[config.mk]
export PLATFORM = sky130hd
export DESIGN_NAME = spi_dual_front
export DESIGN_NICKNAME = d
export VERILOG_FILES = /design/src/rtl/spi_dual_pkg.sv /design/src/rtl/spi_dual_shifter.sv /design/src/rtl/spi_dual_protect.sv /design/src/rtl/spi_dual_front.sv
export SDC_FILE = /design/constraint.sdc
export NUM_CORES = 1
export LEC_CHECK = 0
export ABC_AREA = 1
export BUFFER_PORTS_ARGS = -buffer_cell sky130_fd_sc_hd__buf_2
export CAP_MARGIN = 10
export CORE_MARGIN = 8
export CORE_UTILIZATION = 40
export CTS_CLUSTER_DIAMETER = 60
export DETAILED_ROUTE_END_ITERATION = 8
export PLACE_DENSITY_LB_ADDON = 0.12
export SYNTH_ARGS = -nofsm -noshare
export SYNTH_HDL_FRONTEND = slang
export SYNTH_SLANG_ARGS = --single-unit
[constraint.sdc]
create_clock -name clk -period 1.73 [get_ports clk]
set_input_delay 0.0865 -clock clk [delete_from_list [all_inputs] [get_ports clk]]
set_output_delay 0.0865 -clock clk [all_outputs]
set_load 0.01 [all_outputs]
[src/rtl/spi_dual_pkg.sv]
// Shared opcode values and transaction phases for the dual-device SPI front end.
// Assumes byte-wide opcodes; memory and companion opcodes never overlap.
package spi_dual_pkg;
    localparam logic [7:0] OP_WREN  = 8'h06;
    localparam logic [7:0] OP_WRDI  = 8'h04;
    localparam logic [7:0] OP_RDSR  = 8'h05;
    localparam logic [7:0] OP_WRSR  = 8'h01;
    localparam logic [7:0] OP_READ  = 8'h03;
    localparam logic [7:0] OP_WRITE = 8'h02;
    localparam logic [7:0] OP_CWR   = 8'h12;
    localparam logic [7:0] OP_CRD   = 8'h13;

    typedef enum logic [3:0] {
        PH_OPC, PH_AHI, PH_ALO, PH_MWR, PH_MRD,
        PH_SRD, PH_SWR, PH_CADR, PH_CWR, PH_CRD, PH_IGN
    } phase_t;
endpackage

[src/rtl/spi_dual_shifter.sv]
// Serial byte engine: samples cs_n/sclk/mosi with clk, assembles bytes on
// sclk rising edges (mode 0, MSB first) and shifts miso on falling edges.
// Assumes sclk is slower than clk/4. A partial byte is dropped when cs_n rises.
module spi_dual_shifter (
    input  logic       clk,
    input  logic       rst_n,
    input  logic       cs_n,
    input  logic       sclk,
    input  logic       mosi,
    input  logic [7:0] load_byte,
    output logic       cs_act,
    output logic       byte_done,
    output logic [7:0] rx_byte,
    output logic       load_req,
    output logic       miso_bit
);
    logic       cs_q, sclk_q, sclk_qq, mosi_q;
    logic [2:0] cnt;
    logic [6:0] sh;
    logic [7:0] tx;
    logic       rise, fall;

    // Capture the bus lines in the clk domain.
    always_ff @(posedge clk) begin
        if (!rst_n) begin
            cs_q    <= 1'b1;
            sclk_q  <= 1'b0;
            sclk_qq <= 1'b0;
            mosi_q  <= 1'b0;
        end else begin
            cs_q    <= cs_n;
            sclk_q  <= sclk;
            sclk_qq <= sclk_q;
            mosi_q  <= mosi;
        end
    end

    assign cs_act    = ~cs_q;
    assign rise      = sclk_q & ~sclk_qq & cs_act;
    assign fall      = ~sclk_q & sclk_qq & cs_act;
    assign byte_done = rise && (cnt == 3'd7);
    assign rx_byte   = {sh, mosi_q};
    assign load_req  = fall && (cnt == 3'd0);
    assign miso_bit  = tx[7] & cs_act;

    // Count bits and shift in on rising edges; clear the frame while deselected.
    always_ff @(posedge clk) begin
        if (!rst_n || !cs_act) begin
            cnt <= 3'd0;
            sh  <= 7'd0;
        end else if (rise) begin
            cnt <= cnt + 3'd1;
            sh  <= {sh[5:0], mosi_q};
        end
    end

    // Load a fresh output byte at a byte boundary, otherwise shift out.
    always_ff @(posedge clk) begin
        if (!rst_n || !cs_act) begin
            tx <= 8'd0;
        end else if (fall) begin
            tx <= load_req ? load_byte : {tx[6:0], 1'b0};
        end
    end

    // every frame starts with an empty bit count.
    a_r10_fresh_frame: assert property (@(posedge clk) disable iff (!rst_n)
        $fell(cs_q) |-> (cnt == 3'd0));
endmodule

[src/rtl/spi_dual_protect.sv]
// Block-protect decode: flags an address that the protect setting blocks.
// Assumes ADDR_W >= 2; ranges are none, upper quarter, upper half, all.
module spi_dual_protect #(
    parameter int ADDR_W = 15
) (
    input  logic [1:0]        bp,
    input  logic [ADDR_W-1:0] addr,
    output logic              blocked
);
    // Compare the top address bits against the selected range.
    always_comb begin
        case (bp)
            2'b00:   blocked = 1'b0;
            2'b01:   blocked = (addr[ADDR_W-1:ADDR_W-2] == 2'b11);
            2'b10:   blocked = addr[ADDR_W-1];
            default: blocked = 1'b1;
        endcase
    end
endmodule

[src/rtl/spi_dual_front.sv]
// Dual-device SPI slave front end: decodes memory and companion opcode
// spaces, sequences address/data bytes with auto-increment, and gates memory
// writes by the write-enable latch, block-protect bits and lockout.
// Assumes external storage with combinational read data; 8 <= ADDR_W <= 16.
module spi_dual_front
    import spi_dual_pkg::*;
#(
    parameter int ADDR_W = 15,
    parameter int NREG   = 30
) (
    input  logic              clk,
    input  logic              rst_n,
    input  logic              cs_n,
    input  logic              sclk,
    input  logic              mosi,
    output logic              miso,
    input  logic              lockout,
    output logic [ADDR_W-1:0] mem_addr,
    output logic [7:0]        mem_wdata,
    output logic              mem_we,
    input  logic [7:0]        mem_rdata,
    output logic [((NREG > 1) ? $clog2(NREG) : 1)-1:0] reg_addr,
    output logic [7:0]        reg_wdata,
    output logic              reg_we,
    input  logic [7:0]        reg_rdata
);
    localparam int RAW = (NREG > 1) ? $clog2(NREG) : 1;
    localparam logic [RAW-1:0] LAST_REG = RAW'(NREG - 1);

    phase_t            phase;
    logic              cs_act, byte_done, load_req, blocked;
    logic [7:0]        rx_byte, load_byte, status_byte;
    logic [ADDR_W-1:0] ptr;
    logic [RAW-1:0]    cptr, cinc;
    logic [1:0]        bp;
    logic              wel, wr_cmd, is_wr, ign;

    spi_dual_shifter u_shift (
        .clk       (clk),
        .rst_n     (rst_n),
        .cs_n      (cs_n),
        .sclk      (sclk),
        .mosi      (mosi),
        .load_byte (load_byte),
        .cs_act    (cs_act),
        .byte_done (byte_done),
        .rx_byte   (rx_byte),
        .load_req  (load_req),
        .miso_bit  (miso)
    );

    spi_dual_protect #(.ADDR_W(ADDR_W)) u_prot (
        .bp      (bp),
        .addr    (ptr),
        .blocked (blocked)
    );

    assign status_byte = {4'b0000, bp, wel, 1'b0};
    assign cinc        = (cptr == LAST_REG) ? '0 : cptr + 1'b1;
    assign mem_addr    = ptr;
    assign mem_wdata   = rx_byte;
    assign reg_addr    = cptr;
    assign reg_wdata   = rx_byte;
    assign mem_we      = byte_done && (phase == PH_MWR) && wel && !blocked;
    assign reg_we      = byte_done && (phase == PH_CWR);

    // Choose the byte to send next from the active read phase.
    always_comb begin
        case (phase)
            PH_MRD:  load_byte = mem_rdata;
            PH_SRD:  load_byte = status_byte;
            PH_CRD:  load_byte = reg_rdata;
            default: load_byte = 8'd0;
        endcase
    end

    // Transaction sequencer: opcode decode, address build, pointer advance.
    always_ff @(posedge clk) begin
        if (!rst_n) begin
            phase  <= PH_OPC;
            ptr    <= '0;
            cptr   <= '0;
            bp     <= 2'b00;
            wel    <= 1'b0;
            wr_cmd <= 1'b0;
            is_wr  <= 1'b0;
            ign    <= 1'b0;
        end else if (!cs_act) begin
            phase  <= PH_OPC;
            ign    <= lockout;
            wr_cmd <= 1'b0;
            if (wr_cmd) wel <= 1'b0;
        end else if (byte_done) begin
            case (phase)
                PH_OPC: begin
                    phase <= PH_IGN;
                    if (!ign) begin
                        case (rx_byte)
                            OP_WREN:  wel <= 1'b1;
                            OP_WRDI:  wel <= 1'b0;
                            OP_RDSR:  phase <= PH_SRD;
                            OP_WRSR:  begin phase <= PH_SWR; wr_cmd <= 1'b1; end
                            OP_READ:  begin phase <= PH_AHI; is_wr <= 1'b0; end
                            OP_WRITE: begin phase <= PH_AHI; is_wr <= 1'b1; wr_cmd <= 1'b1; end
                            OP_CWR:   begin phase <= PH_CADR; is_wr <= 1'b1; end
                            OP_CRD:   begin phase <= PH_CADR; is_wr <= 1'b0; end
                            default:  phase <= PH_IGN;
                        endcase
                    end
                end
                PH_AHI: begin
                    ptr   <= ADDR_W'({ptr, rx_byte});
                    phase <= PH_ALO;
                end
                PH_ALO: begin
                    ptr   <= ADDR_W'({ptr, rx_byte});
                    phase <= is_wr ? PH_MWR : PH_MRD;
                end
                PH_MWR: ptr <= ptr + 1'b1;
                PH_SWR: begin
                    if (wel) bp <= rx_byte[3:2];
                    phase <= PH_IGN;
                end
                PH_CADR: begin
                    cptr  <= RAW'(rx_byte);
                    phase <= is_wr ? PH_CWR : PH_CRD;
                end
                PH_CWR: cptr <= cinc;
                default: ;
            endcase
        end else if (load_req) begin
            if (phase == PH_MRD) ptr <= ptr + 1'b1;
            if (phase == PH_CRD) cptr <= cinc;
        end
    end

    // a memory write only happens inside a write-opcode transaction.
    a_r5_write_in_write_cmd: assert property (@(posedge clk) disable iff (!rst_n)
        mem_we |-> wr_cmd);
    // deselect after a write-type command leaves the latch clear.
    a_r5_latch_clears: assert property (@(posedge clk) disable iff (!rst_n)
        (!cs_act && wr_cmd) |=> !wel);
    // full protection admits no memory write.
    a_r7_full_protect: assert property (@(posedge clk) disable iff (!rst_n)
        mem_we |-> (bp != 2'b11));
    // the companion pointer wraps after the last register.
    a_r8_reg_wrap: assert property (@(posedge clk) disable iff (!rst_n)
        (reg_we && (reg_addr == LAST_REG)) |=> (reg_addr == '0));
    // a locked-out transaction writes nothing.
    a_r9_locked_no_write: assert property (@(posedge clk) disable iff (!rst_n)
        ign |-> !(mem_we || reg_we));
    // memory and companion strobes never coincide.
    a_r11_one_strobe: assert property (@(posedge clk) disable iff (!rst_n)
        $onehot0({mem_we, reg_we}));
endmodule

==> results of run 1 <==
## power groups by stage
stage | Combinational (mW) | Sequential, mW | Clock (mW)
4_1_cts | 0.122 | 1.22 | 0.731
2_1_floorplan | 0.0610 | 1.24 | 0
5_1_grt | 0.138 | 1.22 | 0.780
6_report | 0.124 | 1.22 | 0.718
3_3_place_gp | 0.115 | 1.24 | 0
3_5_place_dp | 0.116 | 1.24 | 0
## sequential cells by signal, summed over array words and instances (netlist names)
| signal | cells |
|---|---|
| mem_addr | 15 |
| phase | 4 |
| u_shift.sclk_qq | 1 |
| u_shift.sh | 7 |
| u_shift.tx | 8 |
| wr_cmd | 1 |
| bp | 2 |
| u_shift.sclk_q | 1 |
| u_shift.cs_q | 1 |
| u_shift.mosi_q | 1 |
| is_wr | 1 |
| wel | 1 |
| u_shift.cnt | 3 |
| ign | 1 |
| reg_addr | 5 |
## cells in the final DEF (no fill, tap or decap), drive strengths merged
cell type and n:
dlygate4sd3 3, xor2 5, nand3b 2, nor3b 1, o21a 1, nand3 37
a32o 1, nand2 126, ha 6, o211ai 3, or2 1, clkinvlp 1
and3 1, nand4 6, o21bai 1, clkbuf 7, buf 83, clkinv 2
xnor2 1, nor2 74, dfxtp 52, inv 54, a21oi 47, a31oi 4
o21ai 49, nor3 9
## per-layer routing
metal	part of all wire (%)	vias up
met3	6.2	11
met4	1.0	0
li1	-	1776
met1	44	1576
met2	49	98
met5	0	-
## stage by stage
step                setup TNS (ns)  total power [mW]  instances  hold slack, ns
floorplan                        0              1.30        501           0.184
global placement          -0.00691              1.36        664           0.273
detailed placement          -0.421              1.36        664           0.275
CTS                        -0.0427              2.07        677          0.0344
global route                -0.971              2.14        679          0.0378
finish                     -0.0271              2.06        679          0.0313
## layout make-up
type | instances | area (sq um)
Timing Repair Buffer | 87 | 559
Sequential cell | 52 | 1050
Tap cell | 102 | 128
Clock inverter | 2 | 16.3
Fill cell | 777 | 3740
Inverter | 55 | 206
Multi-Input combinational cell | 375 | 1960
Clock buffer | 6 | 72.6
## logic make-up (layout without fill, tap and decap cells)
logic type / after synthesis / count (layout) / share of synthesized area, %
AO/OA/AOI/OAI: 106 / 106 / 17.7
flip-flops: 52 / 52 / 32.8
XOR/XNOR: 6 / 6 / 1.66
buffers and inverters: 74 / 150 / 10.3
adder cells (fa/ha/maj): 6 / 6 / 2.37
AND/OR/NAND/NOR: 257 / 257 / 35.3
## critical path, delay by kind of cell, from the launching register on
family / cells / cell delay (ns)
buffers and inverters: 1 / 0.19
AND/OR/NAND/NOR: 5 / 0.72
adder cells (fa/ha/maj): 2 / 0.27
AO/OA/AOI/OAI: 1 / 0.13
flip-flops: 1 / 0.37
## timing repair
item / CTS / global route
resized for setup: 5 / 41
hold endpoints to repair: 3 / 0
setup buffers: 2 / 1
pin swaps: 0 / 14
hold buffers: 3 / 0
gates cloned: 0 / 1
endpoints found under the setup margin: 18 / 28
## how the worst max path moves through the flow
stage,from,cells past startpoint,to,slack (ns)
6_report,u_shift.cnt[1]$_SDFFE_PP0P_,9,mem_addr[13]$_SDFFE_PN0P_,-0.01
5_1_grt,u_shift.cnt[1]$_SDFFE_PP0P_,10,mem_addr[11]$_SDFFE_PN0P_,-0.08
4_1_cts,u_shift.cnt[0]$_SDFFE_PP0P_,11,mem_addr[9]$_SDFFE_PN0P_,-0.02
3_5_place_dp,u_shift.cnt[0]$_SDFFE_PP0P_,7,mem_addr[4]$_SDFFE_PN0P_,-0.09
3_3_place_gp,u_shift.cnt[0]$_SDFFE_PP0P_,7,mem_addr[4]$_SDFFE_PN0P_,-0.007
2_1_floorplan,u_shift.cnt[0]$_SDFFE_PP0P_,8,mem_addr[4]$_SDFFE_PN0P_,0.16
==> impl_metrics.toml, run 1 <==
[outcome]
status = "finished, violations left"
violations = "setup timing"

[synth]
synth_common_cells = "nand2_1 (122), nor2_1 (68), inv_1 (53)"
synthTopCellsByArea = "dfxtp_1 (33%), nand2_1 (14%), nor2_1 (8.0%)"
netlist_area_sq_mm = 0.00317
synthArstFlopShare_pct = 0
synthDominantCellAreaShare_pct = 32.8
yosysMostFrequentCell = "nand2_1"
yosys_warnings = 0
ys_ff_latch = 52
syn_nets = 529
ys.flop_type = "dfxtp_1"
yosysTopAreaCell = "dfxtp_1"
synth_seq_area_share_pct = 32.8
synth.avg_cell_area_sq_um = 6.33
ys_types = 36
synth-edff-count = 0
syn-instance-count = 501

[final_layout]
synthToLayoutAreaGrowth_pct = 25.6
drive_above_1_share_pct = 22.9
utilization_pct = 51.6
final_cell_area_sq_mm = 0.00398
fin_nets = 604
diodes = 0

[route]
via_count = 3461
drcViolationCount = 0
dr.pass1.iters = 4
antenna_left = 0
vias_per_cell = 5.10
drt-total-wl_microns = 9600
wl_per_cell_microns = 14.1
drt-initial-drc-count = 305

[min_path]
min_to = "ign$_SDFFE_PN0P_"
hold_class = "in -> reg"
holdCritStartpoint = "lockout"
min_path_cells = 3

[placed_design]
placed_area_sq_mm = 0.00366
pre_cts_ws_ns = -0.0934
port-buffer-count = 60
hpwl_microns = 7040
routabilityCongestion = 0.884

[power_and_ir_drop]
netSwitchingFraction_pct = 24.9
clockPowerShare_pct = 34.9
switchingPower_mw = 0.512
cellPowerDensity_mw_per_mm2 = 516
p_int_mw = 1.55
leakage_nw = 1.79
ir_worst_vdd_mv = 0.276
pwr-share-seq_pct = 59.1
pwr-share-comb_pct = 6.0

[sta]
worstMarginPinSlew_ns = 0.328
final_hold_viol_count = 0
final.setup.worst_slack_ns = -0.0124
fin_skew_ns = 0.00560
finalMaxSlewViolations = 0
grt_setup_unrepaired = "yes"
timing.final.crit_share_pct = 101
max_clock_freq_ghz = 0.574
period_minus_slack_ns = 1.74
setup_viol = 4
max_slew_margin_pct = 78.0

[grt]
grt.busiest_layer = "met2"
track_usage_pct = 16.9
met2_usage_pct = 28.2
grt_pass1_vias = 3316
grt_pass1_wl_microns = 15800
use_met3_pct = 3.38
grtUsageMet1_pct = 21.7
antenna_found_initial = 0
grt_max_degree = 23
overflow = 0

[run]
max_cap_viol_count = 0

[setup_path]
reg2reg_depth = 9
path_common_cell = "ha_4"
r2r_start = "u_shift.cnt[1]$_SDFFE_PP0P_"
crit_type = "reg -> reg"
startpoint_type = "flip-flop"
end_kind = "flip-flop"
r2r_setup_slack_ns = -0.01
path_max_fanout = 8
slowest_delay_ns = 0.37
path_cells = "ha_4, ha_4, nand4_4, nand2_4, nand2_2, nor2_4, clkbuf_16, nand3_4, a21oi_2"
crit_required_ns = 1.98
crit_slowest_cell = "dfxtp_2"
crit_arrival_ns = 2.00
r2r-end = "mem_addr[13]$_SDFFE_PN0P_"

[cts]
tritoncts = "yes"
clockBufferDepth = 2
clkLatencyLatePin_ns = 0.31
clk_pin_slew_ns = 0.10
cts_sinks = 52
root_buffer = "clkbuf_8"
numCtsBuffers = 5
cts_htree_levels = 2

[floorplanning]
io_pins = 61
start_util_pct = 41.1
rows = 32
dieArea_sq_mm = 0.0110
die_y_microns = 105
fp.coreArea_sq_mm = 0.00773
die_width_microns = 105
No activity file was read; power rests on OpenSTA's default activity.
==> inputs of run 2 (changes only) <==
--- a/config.mk
+++ b/config.mk
@@ -9,7 +9,7 @@
 export BUFFER_PORTS_ARGS = -buffer_cell sky130_fd_sc_hd__buf_2
 export CAP_MARGIN = 10
 export CORE_MARGIN = 8
-export CORE_UTILIZATION = 40
+export CORE_UTILIZATION = 50
 export CTS_CLUSTER_DIAMETER = 60
 export DETAILED_ROUTE_END_ITERATION = 8
 export PLACE_DENSITY_LB_ADDON = 0.12
==> run 2 against run 1 <==
Largest power group unchanged. Register-to-register slack improved by 0.04 ns. Critical path type unchanged. Worst hold slack better by 0.039 ns. Sequential share of layout area is 0.36 points higher. Clock power increased by 3.3%. Die area shrank 17%. Wire length shrank 0.60%. The run now ends clean. Non-clock buffer count grew 4. Power increased by 1.2%. Highest routed layer unchanged. Clock skew about the same. Sequential power hardly changed. Global-route usage is 4.2 points higher. Critical path depth is 1 higher.
==> impl_metrics.toml, run 2 (same netlist as run 1, synthesis figures left out) <==
[outcome]
status = "finished clean"

[min_path]
min_to = "ign$_SDFFE_PN0P_"
min_path_cells = 3
holdCritStartpoint = "lockout"
hold_class = "in -> reg"

[power_and_ir_drop]
netSwitchingFraction_pct = 24.0
p_int_mw = 1.58
total_power_mw = 2.08
leakage_nw = 1.80
pwr-share-seq_pct = 58.5
cellPowerDensity_mw_per_mm2 = 529
pwr-share-comb_pct = 5.9
switchingPower_mw = 0.499
clockPowerShare_pct = 35.6
ir_worst_vdd_mv = 0.363

[sta]
max_clock_freq_ghz = 0.586
finalMaxSlewViolations = 0
fin_skew_ns = 0.00608
setup_viol = 0
period_minus_slack_ns = 1.71
timing.final.crit_share_pct = 98.6
grt_setup_unrepaired = "yes"
worstMarginPinSlew_ns = 0.320
max_slew_margin_pct = 78.6
final.setup.worst_slack_ns = 0.0241
final_hold_viol_count = 0

[setup_path]
startpoint_type = "flip-flop"
path_max_fanout = 7
r2r_setup_slack_ns = 0.02
reg2reg_depth = 10
r2r_start = "u_shift.cnt[0]$_SDFFE_PP0P_"
end_kind = "flip-flop"
crit_required_ns = 1.94
crit_type = "reg -> reg"
r2r-end = "mem_addr[5]$_SDFFE_PN0P_"
crit_arrival_ns = 1.91

[cts]
tritoncts = "yes"
clockBufferDepth = 2
root_buffer = "clkbuf_8"
clkLatencyLatePin_ns = 0.31
clk_pin_slew_ns = 0.10
cts_sinks = 52
numCtsBuffers = 5
cts_htree_levels = 2

[final_layout]
layout_common_cells = "nand2_1 (121), nor2_1 (66), buf_2 (60)"
utilization_pct = 63.0
final_cell_area_sq_mm = 0.00393
drive_above_1_share_pct = 21.9
diodes = 0
final_cells = 658
synthToLayoutAreaGrowth_pct = 23.9
fin_nets = 608
largest_reg_flops = 15
final_common_cell = "nand2_1"

[floorplanning]
die_width_microns = 95.7
dieArea_sq_mm = 0.00915
rows = 29
fp.coreArea_sq_mm = 0.00624
io_pins = 61
start_util_pct = 50.8
die_y_microns = 95.7

[grt]
grt_pass1_wl_microns = 15500
grt_max_degree = 21
grt_pass1_vias = 3330
antenna_found_initial = 0
overflow = 0
track_usage_pct = 21.1

[run]
max_cap_viol_count = 0

[route]
drt-initial-drc-count = 172
vias_per_cell = 5.36
wl_per_cell_microns = 14.5
drt-total-wl_microns = 9540
drcViolationCount = 0
via_count = 3526
dr.pass1.iters = 5
antenna_left = 0

[placed_design]
dp.cells = 642
placed_area_sq_mm = 0.00364
port-buffer-count = 60
hpwl_microns = 7070
pre_cts_ws_ns = 0.0137
routabilityCongestion = 0.907
[run 2: cell types whose count changed in the layout (fill, tap and decap cells not counted), sizes merged]
cell / before / now
buf: 83 / 87
clkbuf: 7 / 8
clkinv: 2 / 1
[run 2: what timing repair did]
item | in CTS | in global routing
gates cloned | 0 | 1
setup endpoints to repair | 3 | 29
hold buffers | 3 | 0
resized for setup | 6 | 21
endpoints found under the hold margin | 3 | 0
pin swaps | 0 | 5
buffers inserted | 4 | 0
[run 2: worst max-delay path, cell delays in order, from the launching register on]
cell and delay [ns]:
dfxtp_2 0.37, ha_4 0.14, ha_4 0.14, inv_1 0.06, nor2_4 0.16, nand3_1 0.13
nand2_1 0.13, nor2_4 0.07, clkbuf_16 0.15, o21ai_0 0.19, nor2_1 0.06
[run 2: worst max-delay path by stage]
stage               slack (ns)                        start                       end
finish                    0.02  u_shift.cnt[0]$_SDFFE_PP0P_  mem_addr[5]$_SDFFE_PN0P_
global route             -0.14   u_shift.sclk_qq$_SDFF_PN0_  mem_addr[5]$_SDFFE_PN0P_
CTS                      0.001  u_shift.cnt[1]$_SDFFE_PP0P_                    mem_we
detailed placement        0.01  u_shift.cnt[1]$_SDFFE_PP0P_  mem_addr[9]$_SDFFE_PN0P_
global placement          0.08  u_shift.cnt[0]$_SDFFE_PP0P_  mem_addr[9]$_SDFFE_PN0P_
floorplan                 0.16  u_shift.cnt[0]$_SDFFE_PP0P_  mem_addr[4]$_SDFFE_PN0P_
[run 2: final cells by class]
class	instances	area [sq um]
fill	599	2310
multi-input combinational	375	1900
sequential	52	1050
timing repair buffer	91	591
inverter	55	206
tap	77	96.3
clock buffer	7	86.3
clock inverter	1	7.51
[run 2: power by group through the flow]
stage	registers, mW	clock network [mW]	logic, mW
finish	1.22	0.742	0.122
detailed placement	1.24	0	0.116
CTS	1.22	0.759	0.122
global route	1.22	0.794	0.137
global placement	1.24	0	0.114
floorplan	1.24	0	0.0610
[run 2: metrics by stage]
stage	hold WS [ns]	TNS, ns
after detailed placement	0.272	0
after CTS	0.0499	0
after global routing	0.0999	-0.331
after global placement	0.268	0
final	0.0706	0
after floorplan	0.184	0
[run 2: layer usage]
layer / routed length, microns / GRT usage [%] / vias to the layer above
met5: 0 / 0 / -
met4: 114 / 5.38 / 0
met3: 429 / 2.60 / 12
met2: 4700 / 37.0 / 89
met1: 4300 / 26.6 / 1645
li1: - / - / 1780
==> inputs of run 3 (changes only) <==
--- a/config.mk
+++ b/config.mk
@@ -9,7 +9,7 @@
 export BUFFER_PORTS_ARGS = -buffer_cell sky130_fd_sc_hd__buf_2
 export CAP_MARGIN = 10
 export CORE_MARGIN = 8
-export CORE_UTILIZATION = 50
+export CORE_UTILIZATION = 56
 export CTS_CLUSTER_DIAMETER = 60
 export DETAILED_ROUTE_END_ITERATION = 8
 export PLACE_DENSITY_LB_ADDON = 0.12
==> constraint.sdc (replaced) <==
create_clock -name clk -period 1.73 [get_ports clk]
set_input_delay 0.346 -clock clk [delete_from_list [all_inputs] [get_ports clk]]
set_output_delay 0.346 -clock clk [all_outputs]
set_load 0.01 [all_outputs]
==> run 3 against run 2 <==
The run now ends with setup timing left. Largest cell class unchanged. Highest routed layer unchanged. Sequential share of layout area increased by 0.52 points. Register-to-register slack got worse by 0.02 ns. Die area decreased by 9.0%. Cell count decreased by 2.0%. Worst hold slack improved by 0.14 ns. Non-clock buffer count decreased by 8.
==> impl_metrics.toml, run 3 (same netlist as run 1, synthesis figures left out) <==
[cts]
numCtsBuffers = 5
cts_sinks = 52
postCtsHoldBufs = 0
clkLatencyLatePin_ns = 0.32
cts_htree_levels = 2
clockBufferDepth = 2
tritoncts = "yes"
root_buffer = "clkbuf_8"
clk_pin_slew_ns = 0.10

[floorplanning]
io_pins = 61
rows = 27
dieArea_sq_mm = 0.00833
die_y_microns = 91.3
start_util_pct = 57.6
fp.coreArea_sq_mm = 0.00551
die_width_microns = 91.3

[outcome]
status = "finished, violations left"
violations = "setup timing"

[placed_design]
port-buffer-count = 60
placed_area_sq_mm = 0.00362
hpwl_microns = 6740
routabilityCongestion = 0.892
pre_cts_ws_ns = -0.0463

[grt]
grt_pass1_wl_microns = 15900
track_usage_pct = 22.3
grt_max_degree = 23
grt_pass1_vias = 3426
antenna_found_initial = 0
overflow = 0

[final_layout]
regArea_sq_mm = 0.00105
largest_reg_flops = 15
layout_common_cells = "nand2_1 (119), nor2_1 (65), buf_2 (59)"
multi_input_area_sq_mm = 0.00192
synthToLayoutAreaGrowth_pct = 21.9
final_cell_area_sq_mm = 0.00387
utilization_pct = 70.3
final_common_cell = "nand2_1"
diodes = 0
n_fill_cell = 496
drive_above_1_share_pct = 22.7
fin_nets = 600

[route]
vias_per_cell = 5.48
antenna_left = 0
via_count = 3532
wl_per_cell_microns = 14.5
drt-initial-drc-count = 245
drt-total-wl_microns = 9380
drcViolationCount = 0
dr.pass1.iters = 5

[sta]
period_minus_slack_ns = 1.77
final_hold_viol_count = 0
fin_skew_ns = 0.0113
final.setup.worst_slack_ns = -0.0373
finalMaxSlewViolations = 0
timing.final.crit_share_pct = 102
worstMarginPinSlew_ns = 0.528
setup_viol = 3
max_clock_freq_ghz = 0.566
grt_setup_unrepaired = "yes"
max_slew_margin_pct = 64.7

[setup_path]
end_kind = "output pin"
crit_arrival_ns = 1.42
path_max_fanout = 4
crit_family = "flip-flops"
r2r_setup_slack_ns = 0
slowest_delay_ns = 0.37
crit_type = "reg -> out"
crit_slowest_cell = "dfxtp_2"
crit_required_ns = 1.38
path_cells = "ha_4, ha_4, nand4_4, buf_6, nor2_4, buf_6"
cp_num_buf_inv = 2
startpoint_type = "flip-flop"

[power_and_ir_drop]
ir_worst_vdd_mv = 0.399
leakage_nw = 1.74
cellPowerDensity_mw_per_mm2 = 538

[min_path]
hold_class = "in -> reg"

[run]
max_cap_viol_count = 0
[run 3: changes by cell type in the layout (fill, tap and decap cells not counted), sizes merged]
cell	before	now
dlygate4sd3	3	0
clkinvlp	1	2
buf	87	83
clkbuf	8	6
[run 3: final timing paths]
path                                     from                          to  cells after the start
setup reg to reg  u_shift.cnt[1]$_SDFFE_PP0P_    mem_addr[9]$_SDFFE_PN0P_                     12
hold reg to reg    u_shift.tx[0]$_SDFFE_PP0P_  u_shift.tx[0]$_SDFFE_PP0P_                      2
hold / removal                           mosi   u_shift.mosi_q$_SDFF_PN0_                      3
setup / recovery  u_shift.cnt[1]$_SDFFE_PP0P_                      reg_we                      6
[run 3: stage by stage]
stage	TNS (ns)	std cells	hold WS, ns	power, mW
6_report	-0.0662	645	0.208	2.08
5_1_grt	-0.826	645	0.213	2.17
4_1_cts	-0.0477	644	0.203	2.09
3_5_place_dp	-0.0956	634	0.466	1.36
3_3_place_gp	0	634	0.461	1.36
2_1_floorplan	0	501	0.437	1.30
[run 3: per-layer routing]
metal	vias up	global-route usage, %	share of wire, %
met5	-	0	0
met4	0	6.28	1.3
met3	17	5.19	6.1
met2	116	35.9	48
met1	1638	29.0	44
li1	1761	-	-
[run 3: timing repair]
action	CTS	global route
resized for setup	18	15
pin swaps	3	1
endpoints found under the setup margin	9	28
setup buffers	2	1
[run 3: layout make-up]
cell class / count / area share [%]
tap: 72 / 2.33
clock inverter: 2 / 0.388
clock buffer: 6 / 2.13
inverter: 55 / 5.34
multi-input combinational: 375 / 49.5
sequential: 52 / 27.1
timing repair buffer: 83 / 13.1
[run 3: where the power goes]
| part | total [mW] | internal [mW] | switching, mW |
|---|---|---|---|
| combinational | 0.117 | 0.0448 | 0.0717 |
| sequential | 1.21 | 1.20 | 0.0108 |
| clock | 0.752 | 0.325 | 0.427 |
| total | 2.08 | 1.57 | 0.509 |
[run 3: worst register-to-register path, delay by kind of cell (launching register included)]
kind                     cells  cell delay (ns)
AND/OR/NAND/NOR              6             0.55
buffers and inverters        3             0.39
flip-flops                   1             0.37
adder cells (fa/ha/maj)      2             0.28
AO/OA/AOI/OAI                1             0.10
